### src/rtl/dbl_intc_pkg.sv
package dbl_intc_pkg;
  // Register byte offsets; the per-line debounce block begins at OFS_CTRL
  localparam int OFS_DATA = 'h00;
  localparam int OFS_DMSK = 'h04;
  localparam int OFS_POL  = 'h14;
  localparam int OFS_EN   = 'h18;
  localparam int OFS_RAW  = 'h1C;
  localparam int OFS_MIS  = 'h20;
  localparam int OFS_CLR  = 'h24;
  localparam int OFS_TRIG = 'h28;
  localparam int OFS_CTRL = 'h40;

  typedef enum logic {
    CH_IDLE  = 1'b0,
    CH_ARMED = 1'b1
  } ch_state_e;
endpackage

### src/rtl/dbl_sync.sv
module dbl_sync #(
  parameter int W = 16
) (
  input  logic         clk_i,
  input  logic         rst_n,
  input  logic [W-1:0] d_i,
  output logic [W-1:0] q_o
);
  logic [W-1:0] meta_q;
  logic [W-1:0] sync_q;

  always_ff @(posedge clk_i or negedge rst_n) begin
    if (!rst_n) begin
      meta_q <= '0;
      sync_q <= '0;
    end else begin
      meta_q <= d_i;
      sync_q <= meta_q;
    end
  end

  assign q_o = sync_q;
endmodule

### src/rtl/dbl_chan.sv
module dbl_chan
  import dbl_intc_pkg::*;
#(
  parameter int DBW = 12
) (
  input  logic           clk_i,
  input  logic           rst_n,
  input  logic           tick_i,
  input  logic           start_i,
  input  logic           level_i,
  input  logic           pol_i,
  input  logic [DBW-1:0] limit_i,
  output logic           hit_o,
  output logic           armed_o
);
  ch_state_e      st_q, st_d;
  logic [DBW-1:0] cnt_q, cnt_d;
  logic           match;

  assign match = (level_i == pol_i);

  always_comb begin
    st_d  = st_q;
    cnt_d = cnt_q;
    hit_o = 1'b0;
    if (start_i) begin
      st_d  = CH_ARMED;
      cnt_d = '0;
    end else if (st_q == CH_ARMED) begin
      if (!match) begin
        cnt_d = '0;
      end else if (cnt_q >= limit_i) begin
        hit_o = 1'b1;
        st_d  = CH_IDLE;
        cnt_d = '0;
      end else if (tick_i) begin
        cnt_d = cnt_q + DBW'(1);
      end
    end
  end

  always_ff @(posedge clk_i or negedge rst_n) begin
    if (!rst_n) begin
      st_q  <= CH_IDLE;
      cnt_q <= '0;
    end else begin
      st_q  <= st_d;
      cnt_q <= cnt_d;
    end
  end

  assign armed_o = (st_q == CH_ARMED);
endmodule

### src/rtl/dbl_intc.sv
module dbl_intc
  import dbl_intc_pkg::*;
#(
  parameter int NCH = 16,
  parameter int DBW = 12,
  parameter int AW  = 8,
  parameter int DW  = 32
) (
  input  logic           clk_i,
  input  logic           rst_ni,
  input  logic           tick_i,
  input  logic [NCH-1:0] lines_i,
  input  logic [AW-1:0]  addr_i,
  input  logic           wr_en_i,
  input  logic [DW-1:0]  wdata_i,
  output logic [DW-1:0]  rdata_o,
  output logic           irq_o
);
  localparam logic [AW-1:0] A_DATA = AW'(OFS_DATA);
  localparam logic [AW-1:0] A_DMSK = AW'(OFS_DMSK);
  localparam logic [AW-1:0] A_POL  = AW'(OFS_POL);
  localparam logic [AW-1:0] A_EN   = AW'(OFS_EN);
  localparam logic [AW-1:0] A_RAW  = AW'(OFS_RAW);
  localparam logic [AW-1:0] A_MIS  = AW'(OFS_MIS);
  localparam logic [AW-1:0] A_TRIG = AW'(OFS_TRIG);
  localparam logic [AW-1:0] A_CLR  = AW'(OFS_CLR);

  // Reset: asynchronous assert, synchronous release
  logic rst_meta_q, rst_n;
  always_ff @(posedge clk_i or negedge rst_ni) begin
    if (!rst_ni) begin
      rst_meta_q <= 1'b0;
      rst_n      <= 1'b0;
    end else begin
      rst_meta_q <= 1'b1;
      rst_n      <= rst_meta_q;
    end
  end

  logic [NCH-1:0] lvl;
  dbl_sync #(.W(NCH)) u_sync (
    .clk_i (clk_i),
    .rst_n (rst_n),
    .d_i   (lines_i),
    .q_o   (lvl)
  );

  logic [NCH-1:0] dmask_q, dmask_d, pol_q, pol_d, en_q, en_d, raw_q, raw_d;
  logic [NCH-1:0] clr_v, start_v, hit_v, armed;
  logic [DBW-1:0] lim_q [NCH];
  logic [NCH-1:0] lim_we;
  logic           we_dmsk, we_pol, we_en, we_clr, we_trig;
  logic           irq_d;
  logic           unused_wdata;

  assign unused_wdata = ^wdata_i;

  assign we_dmsk = wr_en_i && (addr_i == A_DMSK);
  assign we_pol  = wr_en_i && (addr_i == A_POL);
  assign we_en   = wr_en_i && (addr_i == A_EN);
  assign we_clr  = wr_en_i && (addr_i == A_CLR);
  assign we_trig = wr_en_i && (addr_i == A_TRIG);

  // Next-state for the bit-vector registers and interrupt
  always_comb begin
    dmask_d = we_dmsk ? wdata_i[NCH-1:0] : dmask_q;
    pol_d   = we_pol  ? wdata_i[NCH-1:0] : pol_q;
    en_d    = we_en   ? wdata_i[NCH-1:0] : en_q;
    clr_v   = we_clr  ? wdata_i[NCH-1:0] : '0;
    start_v = we_trig ? wdata_i[NCH-1:0] : '0;
    raw_d   = (raw_q & ~clr_v) | hit_v;
    irq_d   = |(raw_q & en_q);
  end

  always_ff @(posedge clk_i or negedge rst_n) begin
    if (!rst_n) begin
      dmask_q <= '0;
      pol_q   <= '0;
      en_q    <= '0;
      raw_q   <= '0;
      irq_o   <= 1'b0;
    end else begin
      if (we_dmsk) dmask_q <= dmask_d;
      if (we_pol)  pol_q   <= pol_d;
      if (we_en)   en_q    <= en_d;
      raw_q <= raw_d;
      irq_o <= irq_d;
    end
  end

  for (genvar i = 0; i < NCH; i++) begin : g_ch
    localparam logic [AW-1:0] A_CTL = AW'(OFS_CTRL + 4 * i);
    assign lim_we[i] = wr_en_i && (addr_i == A_CTL);

    always_ff @(posedge clk_i or negedge rst_n) begin
      if (!rst_n)         lim_q[i] <= '0;
      else if (lim_we[i]) lim_q[i] <= wdata_i[DBW-1:0];
    end

    dbl_chan #(.DBW(DBW)) u_chan (
      .clk_i   (clk_i),
      .rst_n   (rst_n),
      .tick_i  (tick_i),
      .start_i (start_v[i]),
      .level_i (lvl[i]),
      .pol_i   (pol_q[i]),
      .limit_i (lim_q[i]),
      .hit_o   (hit_v[i]),
      .armed_o (armed[i])
    );
  end

  // Read multiplexer
  always_comb begin
    rdata_o = '0;
    if      (addr_i == A_DATA) rdata_o[NCH-1:0] = lvl & dmask_q;
    else if (addr_i == A_DMSK) rdata_o[NCH-1:0] = dmask_q;
    else if (addr_i == A_POL)  rdata_o[NCH-1:0] = pol_q;
    else if (addr_i == A_EN)   rdata_o[NCH-1:0] = en_q;
    else if (addr_i == A_RAW)  rdata_o[NCH-1:0] = raw_q;
    else if (addr_i == A_MIS)  rdata_o[NCH-1:0] = raw_q & en_q;
    else begin
      for (int i = 0; i < NCH; i++) begin
        if (addr_i == AW'(OFS_CTRL + 4 * i)) rdata_o[DBW-1:0] = lim_q[i];
      end
    end
  end
endmodule

### config.mk
export PLATFORM = sky130hd
export DESIGN_NAME = dbl_intc
export DESIGN_NICKNAME = d
export VERILOG_FILES = /design/src/rtl/dbl_intc_pkg.sv /design/src/rtl/dbl_sync.sv /design/src/rtl/dbl_chan.sv /design/src/rtl/dbl_intc.sv
export SDC_FILE = /design/constraint.sdc
export NUM_CORES = 1
export LEC_CHECK = 0
export BUFFER_PORTS_ARGS = -buffer_cell sky130_fd_sc_hd__buf_2
export CAP_MARGIN = 20
export CORE_ASPECT_RATIO = 1.25
export CORE_MARGIN = 2
export CORE_UTILIZATION = 30
export DETAILED_ROUTE_END_ITERATION = 10
export HOLD_SLACK_MARGIN = 0.12
export PLACE_DENSITY = 0.56
export SYNTH_ARGS = -nofsm -noshare
export SYNTH_HDL_FRONTEND = slang
export SYNTH_HIERARCHICAL = 1
export SYNTH_SLANG_ARGS = --single-unit
export TNS_END_PERCENT = 50
### constraint.sdc
create_clock -name clk_i -period 16.2 [get_ports clk_i]
set_clock_uncertainty 0.2 [all_clocks]
set_input_delay 0.81 -clock clk_i [delete_from_list [all_inputs] [get_ports clk_i]]
set_output_delay 0.81 -clock clk_i [all_outputs]
set_load 0.03 [all_outputs]
-- After elaboration in Yosys (flattened, before gate mapping)
Index checks and enable logic that the tools add are counted.
- flip-flop bits (word level): 499
- output and inout bits: 33
- bitwise operators: 5
- eq/ne operators: 55
- mux-type cells: 233
- order comparisons: 16
- reductions and logical operators: 55
- add/subtract/negate cells: 16
- operators by type and width (kind ; number):
    $mux W12 ; 97
    $add A12 B1 Y12 const B ; 16
    $ge A12 B12 Y1 ; 16
    $eq A8 B7 Y1 const B ; 16
    $mux W1 ; 128
    $mux W16 ; 7
    $ne A4 B4 Y1 const B ; 16
    $and A16 B16 Y16 ; 3
    $reduce_and A2 Y1 ; 16
    $reduce_bool A2 Y1 ; 16
    $eq A8 B5 Y1 const B ; 3
    $eq A8 B6 Y1 const B ; 3
    $logic_and A1 B1 Y1 ; 21
    $eq A1 B1 Y1 ; 16
    $not A16 Y16 ; 1
    $or A16 B16 Y16 ; 1
    $reduce_or A16 Y1 ; 1
    $eq A8 B3 Y1 const B ; 1
    $logic_not A8 Y1 ; 1
    $mux W4 ; 1

-- Logic depth before layout (Yosys ltp)
Gate-level depths: netlist of run 1.
- word-level depth: 23
- gate-level depth with buffers: 11

-- Modules after synthesis
The synthesis of run 1 kept the hierarchy.
- by module, submodules not included (module ; times used ; area each (µm²) ; sequential area each (µm²) ; cells each):
    dbl_chan at g_ch[0].u_chan ... ; 13 ; 1116.1 ; 325.3 ; 128
    dbl_intc ; 1 ; 13216.4 ; 6481.2 ; 1140
    dbl_chan at g_ch[8].u_chan ... ; 2 ; 1234.9 ; 325.3 ; 141
    dbl_chan at g_ch[2].u_chan ; 1 ; 1133.6 ; 325.3 ; 128
    dbl_sync ; 1 ; 800.8 ; 800.8 ; 32

-- Least setup slack after synthesis of run 1
OpenSTA, ideal clock, no wires.
- kind: input-to-output
- from: in addr_i[1]
- to: out rdata_o[4]
- arrival time: 2.855 ns
- stages on the path: 8
- setup slack: 12.335 ns
- cells stage by stage: buf_2 > or4_4 > buf_6 > or2_1 > buf_6 > nand3_1 > a211oi_1 > o31ai_1
- word-level cells in the longest chain between the ends: 23
- RTL lines (what ; RTL line ; text):
    start, declared ; dbl_intc.sv:13 ; input logic [AW-1:0] addr_i,
    $eq A8 B7 Y1 ; dbl_intc.sv:124 ; if (addr_i == AW'(OFS_CTRL + 4 * i)) rdata_o[DBW-1:0] = lim_q[i];
    $mux W12 (16 in series) ; dbl_intc.sv:124 ;
    $mux W12 ; dbl_intc.sv:121 ; else if (addr_i == A_MIS) rdata_o[NCH-1:0] = raw_q & en_q;
    $mux W16 ; dbl_intc.sv:120 ; else if (addr_i == A_RAW) rdata_o[NCH-1:0] = raw_q;
    $mux W16 ; dbl_intc.sv:119 ; else if (addr_i == A_EN) rdata_o[NCH-1:0] = en_q;
    $mux W16 ; dbl_intc.sv:118 ; else if (addr_i == A_POL) rdata_o[NCH-1:0] = pol_q;
    $mux W16 ; dbl_intc.sv:117 ; else if (addr_i == A_DMSK) rdata_o[NCH-1:0] = dmask_q;
    $mux W16 * ; dbl_intc.sv:116 ; if (addr_i == A_DATA) rdata_o[NCH-1:0] = lvl & dmask_q;
    end, declared ; dbl_intc.sv:16 ; output logic [DW-1:0] rdata_o,
Every way passes the cells marked *; elsewhere a longest branch is shown, timed or not.

-- Final worst setup path of run 1
- from: in addr_i[3]
- to: out rdata_o[4]
The elaborated chain is that of the path after synthesis.

==> results of run 1 <==
## final cells by class
cell class,count,area (µm²)
clock buffers,78,1590
well taps,1428,1790
repair buffers,109,758
fillers,10800,70900
multi-input cells,2297,17700
clock inverters,20,228
flip-flops and latches,499,12500
inverters,279,1050
## sequential cells by signal, summed over array words and instances, names as in the netlist
name                 flops
dmask_q                 16
en_q                    16
g_ch.u_chan/armed_o     16
g_ch.u_chan/cnt_q      192
irq_o                    1
lim_q                  192
pol_q                   16
raw_q                   16
rst_meta_q               1
rst_n                    1
u_sync/meta_q           16
u_sync/q_o              16
## where the power goes
group | total [W] | switching (W) | internal [W]
Sequential | 0.00138 | 0.0000754 | 0.00130
Clock | 0.00130 | 0.000554 | 0.000747
Combinational | 0.000424 | 0.000281 | 0.000144
Total | 0.00310 | 0.000910 | 0.00219
## worst reg2reg max path, delay by kind of cell (launching register included)
kind / cells / cell delay [ns]
simple gates: 1 / 0.85
fa+ha+maj: 1 / 0.32
compound gates: 4 / 1.75
flops: 1 / 0.45
## placed cells by master (no fill, tap or decap), types with 14 or more instances in the layout
cell type,instances
nor2b_1,25
conb_1,17
dfrtp_1,498
nand3_4,14
clkbuf_16,56
o31ai_1,16
a31oi_1,30
nand3_1,141
a21oi_1,111
and3_1,44
a22oi_1,19
or3_1,18
nor2_1,140
nand2_1,336
nand4_1,206
o22ai_1,49
nor3b_1,14
buf_4,30
mux2_2,243
o21ai_0,111
a2111oi_4,16
or2_2,17
o311ai_2,98
dlygate4sd3_1,17
ha_1,208
nor3_1,78
and2_1,44
a21o_1,52
buf_2,59
inv_1,279
mux2i_1,25
## kinds of logic after synthesis
group	count (synthesis)
AOI/OAI and AO/OA	650
xor gates and xnor gates	16
buffers and inverters	465
other	2
adders and majority gates	208
and+or+nand+nor	1130
muxes	276
DFF	499
## final timing paths
path,endpoint,slack [ns],cells past startpoint,startpoint
worst max-delay path,rdata_o[4],10.45,9,addr_i[3]
worst min-delay path,u_sync/q_o[15],0.12,1,rst_n
worst max register to register,g_ch[9].u_chan/cnt_q[2],12.49,6,g_ch[9].u_chan/cnt_q[9]
worst min register to register,u_sync/q_o[15],0.12,1,rst_n
max in group asynchronous,g_ch[7].u_chan/cnt_q[4],13.24,3,rst_n
min in group clk_i,u_sync/q_o[15],0.14,0,u_sync/meta_q[15]
## metal layers
layer | track usage [%] | vias up | wire (µm)
met3 | 2.40 | 215 | 5470
met2 | 30.3 | 772 | 47800
met1 | 23.7 | 12900 | 43500
met4 | 6.98 | 8 | 4110
li1 | - | 12000 | -
met5 | 0 | - | 55
## metrics by stage
stage | utilization, % | hold WS, ns | power [W] | cells | setup WS [ns]
final | 33.4 | 0.118 | 0.00310 | 4710 | 10.45
after global routing | 33.4 | 0.152 | 0.00324 | 4710 | 10.35
after CTS | 33.4 | 0.144 | 0.00313 | 4710 | 10.55
after detailed placement | 31.5 | 0.0754 | 0.00182 | 4594 | 10.57
after global placement | 31.5 | 0.0689 | 0.00181 | 4593 | 10.55
after floorplan | - | 0.131 | 0.00168 | 3261 | 1.06
## what timing repair did
| item | in CTS | in global routing |
|---|---|---|
| setup endpoints to repair | 0 | 0 |
| hold buffers | 18 | 0 |
| gates resized for setup | 0 | 0 |
| hold endpoints to repair | 45 | 0 |
==> summary.md, run 1 <==
The floorplan has 134 rows. TritonCTS built the clock tree. The synthesized design contains 0 enable-type register cells. The floorplan step defined a die boundary enclosing 0.110 mm².

Once detail routing completed, the nets flagged for antenna violations numbered 0. The pin count of the biggest net entering global routing is 158, and the portion of synthesized cell area occupied by the leading cell type is 38.9%. Summing all placed instances gives a cell area of 0.0336 mm². The chip height came out at 370 µm. The routed wirelength normalized by instance count came out at 21.4 µm. In this run the number of H-tree levels came out at 2. The simple-gate share of the synthesized area is 18.6%, and the proportion of synthesized chip area in sequential cells is 38.9%. The flow ran to the end, and the final reports show no timing, DRC or antenna violations. A synthesized cell averages 9.90 µm². STA classifies the critical path startpoint as a primary input. For the number of buffers inserted by post-CTS setup repair, the log shows 0. Of the cells placed in the final design, the portion with a size suffix greater than 1 is 19.0%.

The number of buffers added on ports is 60, and the iteration-0 DRC count of the detailed router is 2141. With fillers left out, the area of the finished cells amounts to 0.0356 mm². In this design, the critical path's most frequently occurring cell is buf_2.

The number of endpoints with negative hold slack in the final report was 0; the upper clock frequency limit was 0.174 GHz. Yosys printed 6 warnings. The most common cell in the netlist was dfrtp_1. The commonest cells after synthesis are dfrtp_1 (499), nand2_1 (336), inv_1 (279), mux2_2 (243), ha_1 (208).

The number of nets in the final layout is 3509. Summing the areas of all compound-gate instances in the mapped netlist gives 17.8% of the synthesized area. Type of element capturing the critical path: an output port. The first global-routing pass estimated 157 mm of wire. The fraction of registers with async set or reset after synthesis works out to 100%.

After Yosys synthesis, XOR and XNOR cells account for 0.436% of the synthesized area. For the worst setup path, the data arrival time is 4.74 ns. The initial utilization of the core area, before any placement, comes to 30.2%. Traced cell by cell, the critical path runs through buf_2, buf_4, nand4bb_1, nor2_1, nand2_1, nand3_1, a211oi_1, o31ai_1, buf_2. For the number of pins with negative max-slew slack in the final report, the log shows 0. The largest individual stage delay along the critical path comes from the cell o31ai_1.

The run gives 0.0321 mm² as the netlist area before placement. The critical path in this run is classified as primary input to output port. The root buffer cell chosen for the clock tree is clkbuf_16. The core area was 0.106 mm². Wires add up to 101 mm. Data required time at the worst endpoint: 15.19 ns.

After Yosys synthesis, full adders, half adders and majority gates account for 8.10% of the synthesized area. The worst path uses 35.5% of the clock period. In this run the worst path has a maximum fanout of 51. The tools report the via count of the first global-routing pass as 25300.

The dominant combinational cell family by area after synthesis was simple AND/OR/NAND/NOR gates. The area added between synthesis and finish came out at 10.8%. Before antenna repair, the detailed router went through 8 iterations. The initial antenna violation count came out at 11. The netlist uses 89 different library cells. Among cell families on the critical path, the largest total delay comes from simple AND/OR/NAND/NOR gates. The tools report the number of clock buffers inserted by TritonCTS as 55. After routing, the total negative slack on setup checks comes to 0 ns. The tools report the antenna cell count as 0. Clock latency on the worst-skew pair, taken at its later pin, is 0.65 ns. 93 I/O pins were placed. The most used flip-flop cell after synthesis is dfrtp_1. The number of vias per cell is 5.49, and the peak per-stage delay on the critical path is 0.80 ns.

The multiplexer area fraction after synthesis was 9.86%. Setup repair after global routing left no endpoint under its margin. The tools report the maximum clock insertion buffer count as 3. The max-capacitance violation count is 0, and the pin slew with the least headroom to its limit is 1.07 ns. The total overflow left after global routing is 0. The worst voltage drop across the vdd grid is 82.1 µV, and the final routed DRC violation total is 0. After clock tree synthesis, the clock-pin slew on the worst setup and hold paths is 0.06 ns. Synthesis produced 3246 cells. Sorting the synthesized cells by area gives the leading types as dfrtp_1 (39%), mux2_2 (8.5%), ha_1 (8.1%), o311ai_2 (5.0%), nand4_1 (4.0%).

The width of the chip was 297 µm; the combined buffer and inverter count along the critical path was 3. The synthesized design contains 499 register bits. The logs give 0.952 for the routability-driven placement congestion ratio and 0 for the number of endpoints failing setup at the final stage. Global routing used 18.1% of the available tracks across all layers. Leakage power summed over all cells: 15.7 nW. For the detailed placer's ending HPWL, the log shows 71.8 mm. Clock tree synthesis found a total of 499 sinks.

The worst path needs 5.75 ns of the cycle, external delays included. Of all cell types, the one taking the most synthesized area is dfrtp_1. The worst pin sits at a relative slew slack of 28.4%. For the via count, the log shows 25800. The worst hold-check path type was register to asynchronous set/reset pin. The cell area power density works out to 87.1 mW/mm².
No activity file was read; power rests on OpenSTA's default activity.
==> run 2, diff against run 1 <==
--- a/config.mk
+++ b/config.mk
@@ -12,7 +12,7 @@
 export CORE_UTILIZATION = 30
 export DETAILED_ROUTE_END_ITERATION = 10
 export HOLD_SLACK_MARGIN = 0.12
-export PLACE_DENSITY = 0.56
+export PLACE_DENSITY = 0.54
 export SYNTH_ARGS = -nofsm -noshare
 export SYNTH_HDL_FRONTEND = slang
 export SYNTH_HIERARCHICAL = 1
==> constraint.sdc (replaced) <==
create_clock -name clk_i -period 5.8 [get_ports clk_i]
set_clock_uncertainty 0.2 [all_clocks]
set_input_delay 0.29 -clock clk_i [delete_from_list [all_inputs] [get_ports clk_i]]
set_output_delay 0.29 -clock clk_i [all_outputs]
set_load 0.03 [all_outputs]
==> summary.md, run 2 (synthesized netlist as in run 1, its figures left out) <==
The relative slew slack came out at 29.5% (+1.1 points). The via count of the first global-routing pass was 25400 (+0.28%); the post-route worst hold slack was 0.147 ns (+0.0298 ns). The combined buffer and inverter count along the critical path came out at 2 (-1). For the number of endpoints failing setup at the final stage, the log shows 0 (unchanged). Leaving out fill and tap cells, the most frequent cell in the layout is dfrtp_1. The number of vias per cell works out to 5.46 (-0.50%). The clock root buffer is clkbuf_16. The run gives 0 ns (unchanged) as the total negative slack for setup checks. The run gives 0.110 mm² (unchanged) as the area of the die. In the layout the commonest cells are dfrtp_1 (498), nand2_1 (336), inv_1 (279), mux2_2 (243), ha_1 (208). The data required time at the worst endpoint is 5.31 ns (-9.88 ns). The share of cells above drive strength 1 was 19.2% (+0.24 points); the area of all placed cells without fillers was 0.0362 mm² (+1.6%). The number of clock buffers inserted by TritonCTS was 57 (+3.6%); the routability-driven placement congestion ratio was 0.981 (+3.0%). The chip height was 370 µm (unchanged); the placement row count was 134 (unchanged).

The tools report the detailed placer's ending HPWL as 71.5 mm (-0.37%). The largest registers in the layout are g_ch.u_chan/cnt_q: 192 flops, lim_q: 192 flops. The width of the chip is 297 µm (unchanged), and the top-level port count is 93 (unchanged). The global router's overall resource usage came out at 18.2% (+0.059 points). The residual antenna-violating net count after detailed routing was 0 (unchanged).

The starting utilization of the core area was 30.2% (unchanged); the worst voltage drop across the vdd grid was 267 µV (+230%). The number of endpoints with negative hold slack in the final report is 0 (unchanged), and the clock-pin slew of the registers on the worst-case setup and hold paths is 0.06 ns (about the same). TritonCTS built the clock tree. Setup repair after global routing left no endpoint under its margin. The number of H-tree levels was 2 (unchanged). The arrival time of the worst setup path came out at 3.64 ns (-1.10 ns). For the iteration count of the initial detailed-routing pass, the log shows 7 (-1).

The cell area power density was 248 mW/mm² (+190%). The critical path goes through buf_2, nand4bb_1, nor2_1, nand2_1, nand3_1, a211oi_1, o31ai_1, buf_2. The routed wirelength normalized by instance count came out at 21.3 µm (-0.46%). The logs give 101 mm (+0.55%) for the total wire length and 34.0% (+0.53 points) for the utilization after layout. For the number of filler instances in the final layout, the log shows 10800 (+0.083%). The number of logic stages on the critical path including buffering is 8 (-1).

Critical path's slowest cell: nand4bb_1. The run gives 0 (unchanged) as the max-capacitance violation count. The run gives 0.66 ns (about the same) as the insertion delay of the later-clocked pin in the worst-skew pair. The run gives 172 (+8.9%) as the pin count of the biggest net entering global routing. The number of nets in the final layout was 3550 (+1.2%); the worst hold path depth was 0. The flow ran to the end, and the final reports show no timing, DRC or antenna violations. The number of buffers added on ports works out to 60 (unchanged). The tools report the leakage power summed over all cells as 15.9 nW (+1.5%).

The peak per-stage delay on the critical path was 0.72 ns (-0.08 ns); the maximum fanout count along the critical path was 30 (-41%). The tools report the core area as 0.106 mm² (unchanged). The startpoint-to-endpoint class of the critical path is primary input to output port.

The tools report the launching element type of the critical path as a primary input. The tools report the number of buffers inserted by post-CTS setup repair as 0 (unchanged). Counting stages on the worst path, the most repeated cell is buf_2.

Post-placement cell area: 0.0336 mm² (+0.15%). The iteration-0 DRC count of the detailed router is 2116 (-1.2%), and the time the final worst path needs with I/O delays and setup is 4.13 ns. Total congestion overflow after global routing: 0 (unchanged).

The final routed DRC violation total is 0 (unchanged). The logs give 6 (-5) for the initial antenna violation count and 26000 (+0.51%) for the via count. The pin slew with the least headroom to its limit came out at 1.06 ns (-0.0159 ns). The number of clock sinks came out at 499 (unchanged). The worst setup path is captured at an output port. The number of pins with negative max-slew slack in the final report is 0 (unchanged), and the number of cells on the worst reg-to-reg path is 7 (+1). The maximum clock insertion buffer count was 3 (unchanged); the area added between synthesis and finish was 12.5%. Among cell families on the critical path, the largest total delay comes from simple AND/OR/NAND/NOR gates.

The global-route wire length before repair came out at 157 mm (+0.33%). For this run, the top clock speed supported by timing is 0.242 GHz. The final critical path takes up 71.2% of the cycle. The worst hold path belongs to the class register to register.
==> run 2: cell types whose count changed in the layout (fill, tap and decap cells not counted), sizes merged <==
cell	before	now
buf	92	97
bufinv	4	8
clkbuf	78	73
clkinv	13	16
clkinvlp	1	6
diode	0	1
dlygate4sd3	17	51
inv	281	282
==> run 2: final timing paths <==
| check | startpoint | end | slack (ns) |
|---|---|---|---|
| min reg2reg | u_sync/meta_q[14] | u_sync/q_o[14] | 0.15 |
| max reg2reg | lim_q[93] | g_ch[8].u_chan/cnt_q[2] | 2.11 |
| max in group asynchronous | rst_n | u_sync/meta_q[4] | 3.90 |
| min | u_sync/meta_q[14] | u_sync/q_o[14] | 0.15 |
| min in group asynchronous | rst_ni | rst_n | 0.33 |
| max | addr_i[2] | rdata_o[4] | 1.67 |
==> run 2: metal layers <==
metal  track usage (%)  wire length, µm  vias to the layer above  share of wire, %
met4              6.66             3950                        8               3.9
li1                  -                -                    12000                 -
met2              30.7            48200                      771                48
met1              23.6            43800                    12900                43
met5                 0               46                        -             0.045
met3              2.69             5490                      209               5.4
==> run 2: stage by stage <==
stage	setup WS [ns]	power, W	cells
after floorplan	0.735	0.00468	3261
after global placement	1.55	0.00507	4600
after detailed placement	1.44	0.00509	4600
after CTS	1.87	0.00907	4757
after global routing	1.65	0.00937	4757
final	1.67	0.00898	4758
==> run 2: area by class of cell <==
type	instances	area [µm²]	share of cell area, %
multi-input cells	2297	17700	48.9
flip-flops and latches	499	12500	34.5
well taps	1428	1790	4.94
clock buffers	73	1590	4.39
repair buffers	148	1130	3.12
inverters	279	1050	2.90
clock inverters	33	422	1.17
diodes	1	2.50	0.00692
==> run 2: report_power, final <==
group	switching, W	total [W]	internal, W	leakage (nW)
clock	0.00162	0.00392	0.00230	0.979
sequential	0.000212	0.00384	0.00363	6.71
combinational	0.000790	0.00121	0.000423	8.25
total	0.00262	0.00898	0.00636	15.9
==> run 2: timing repair <==
action                    in CTS  in global routing
hold endpoints to repair     110                  0
gates resized for setup        0                  0
hold buffers                  51                  0
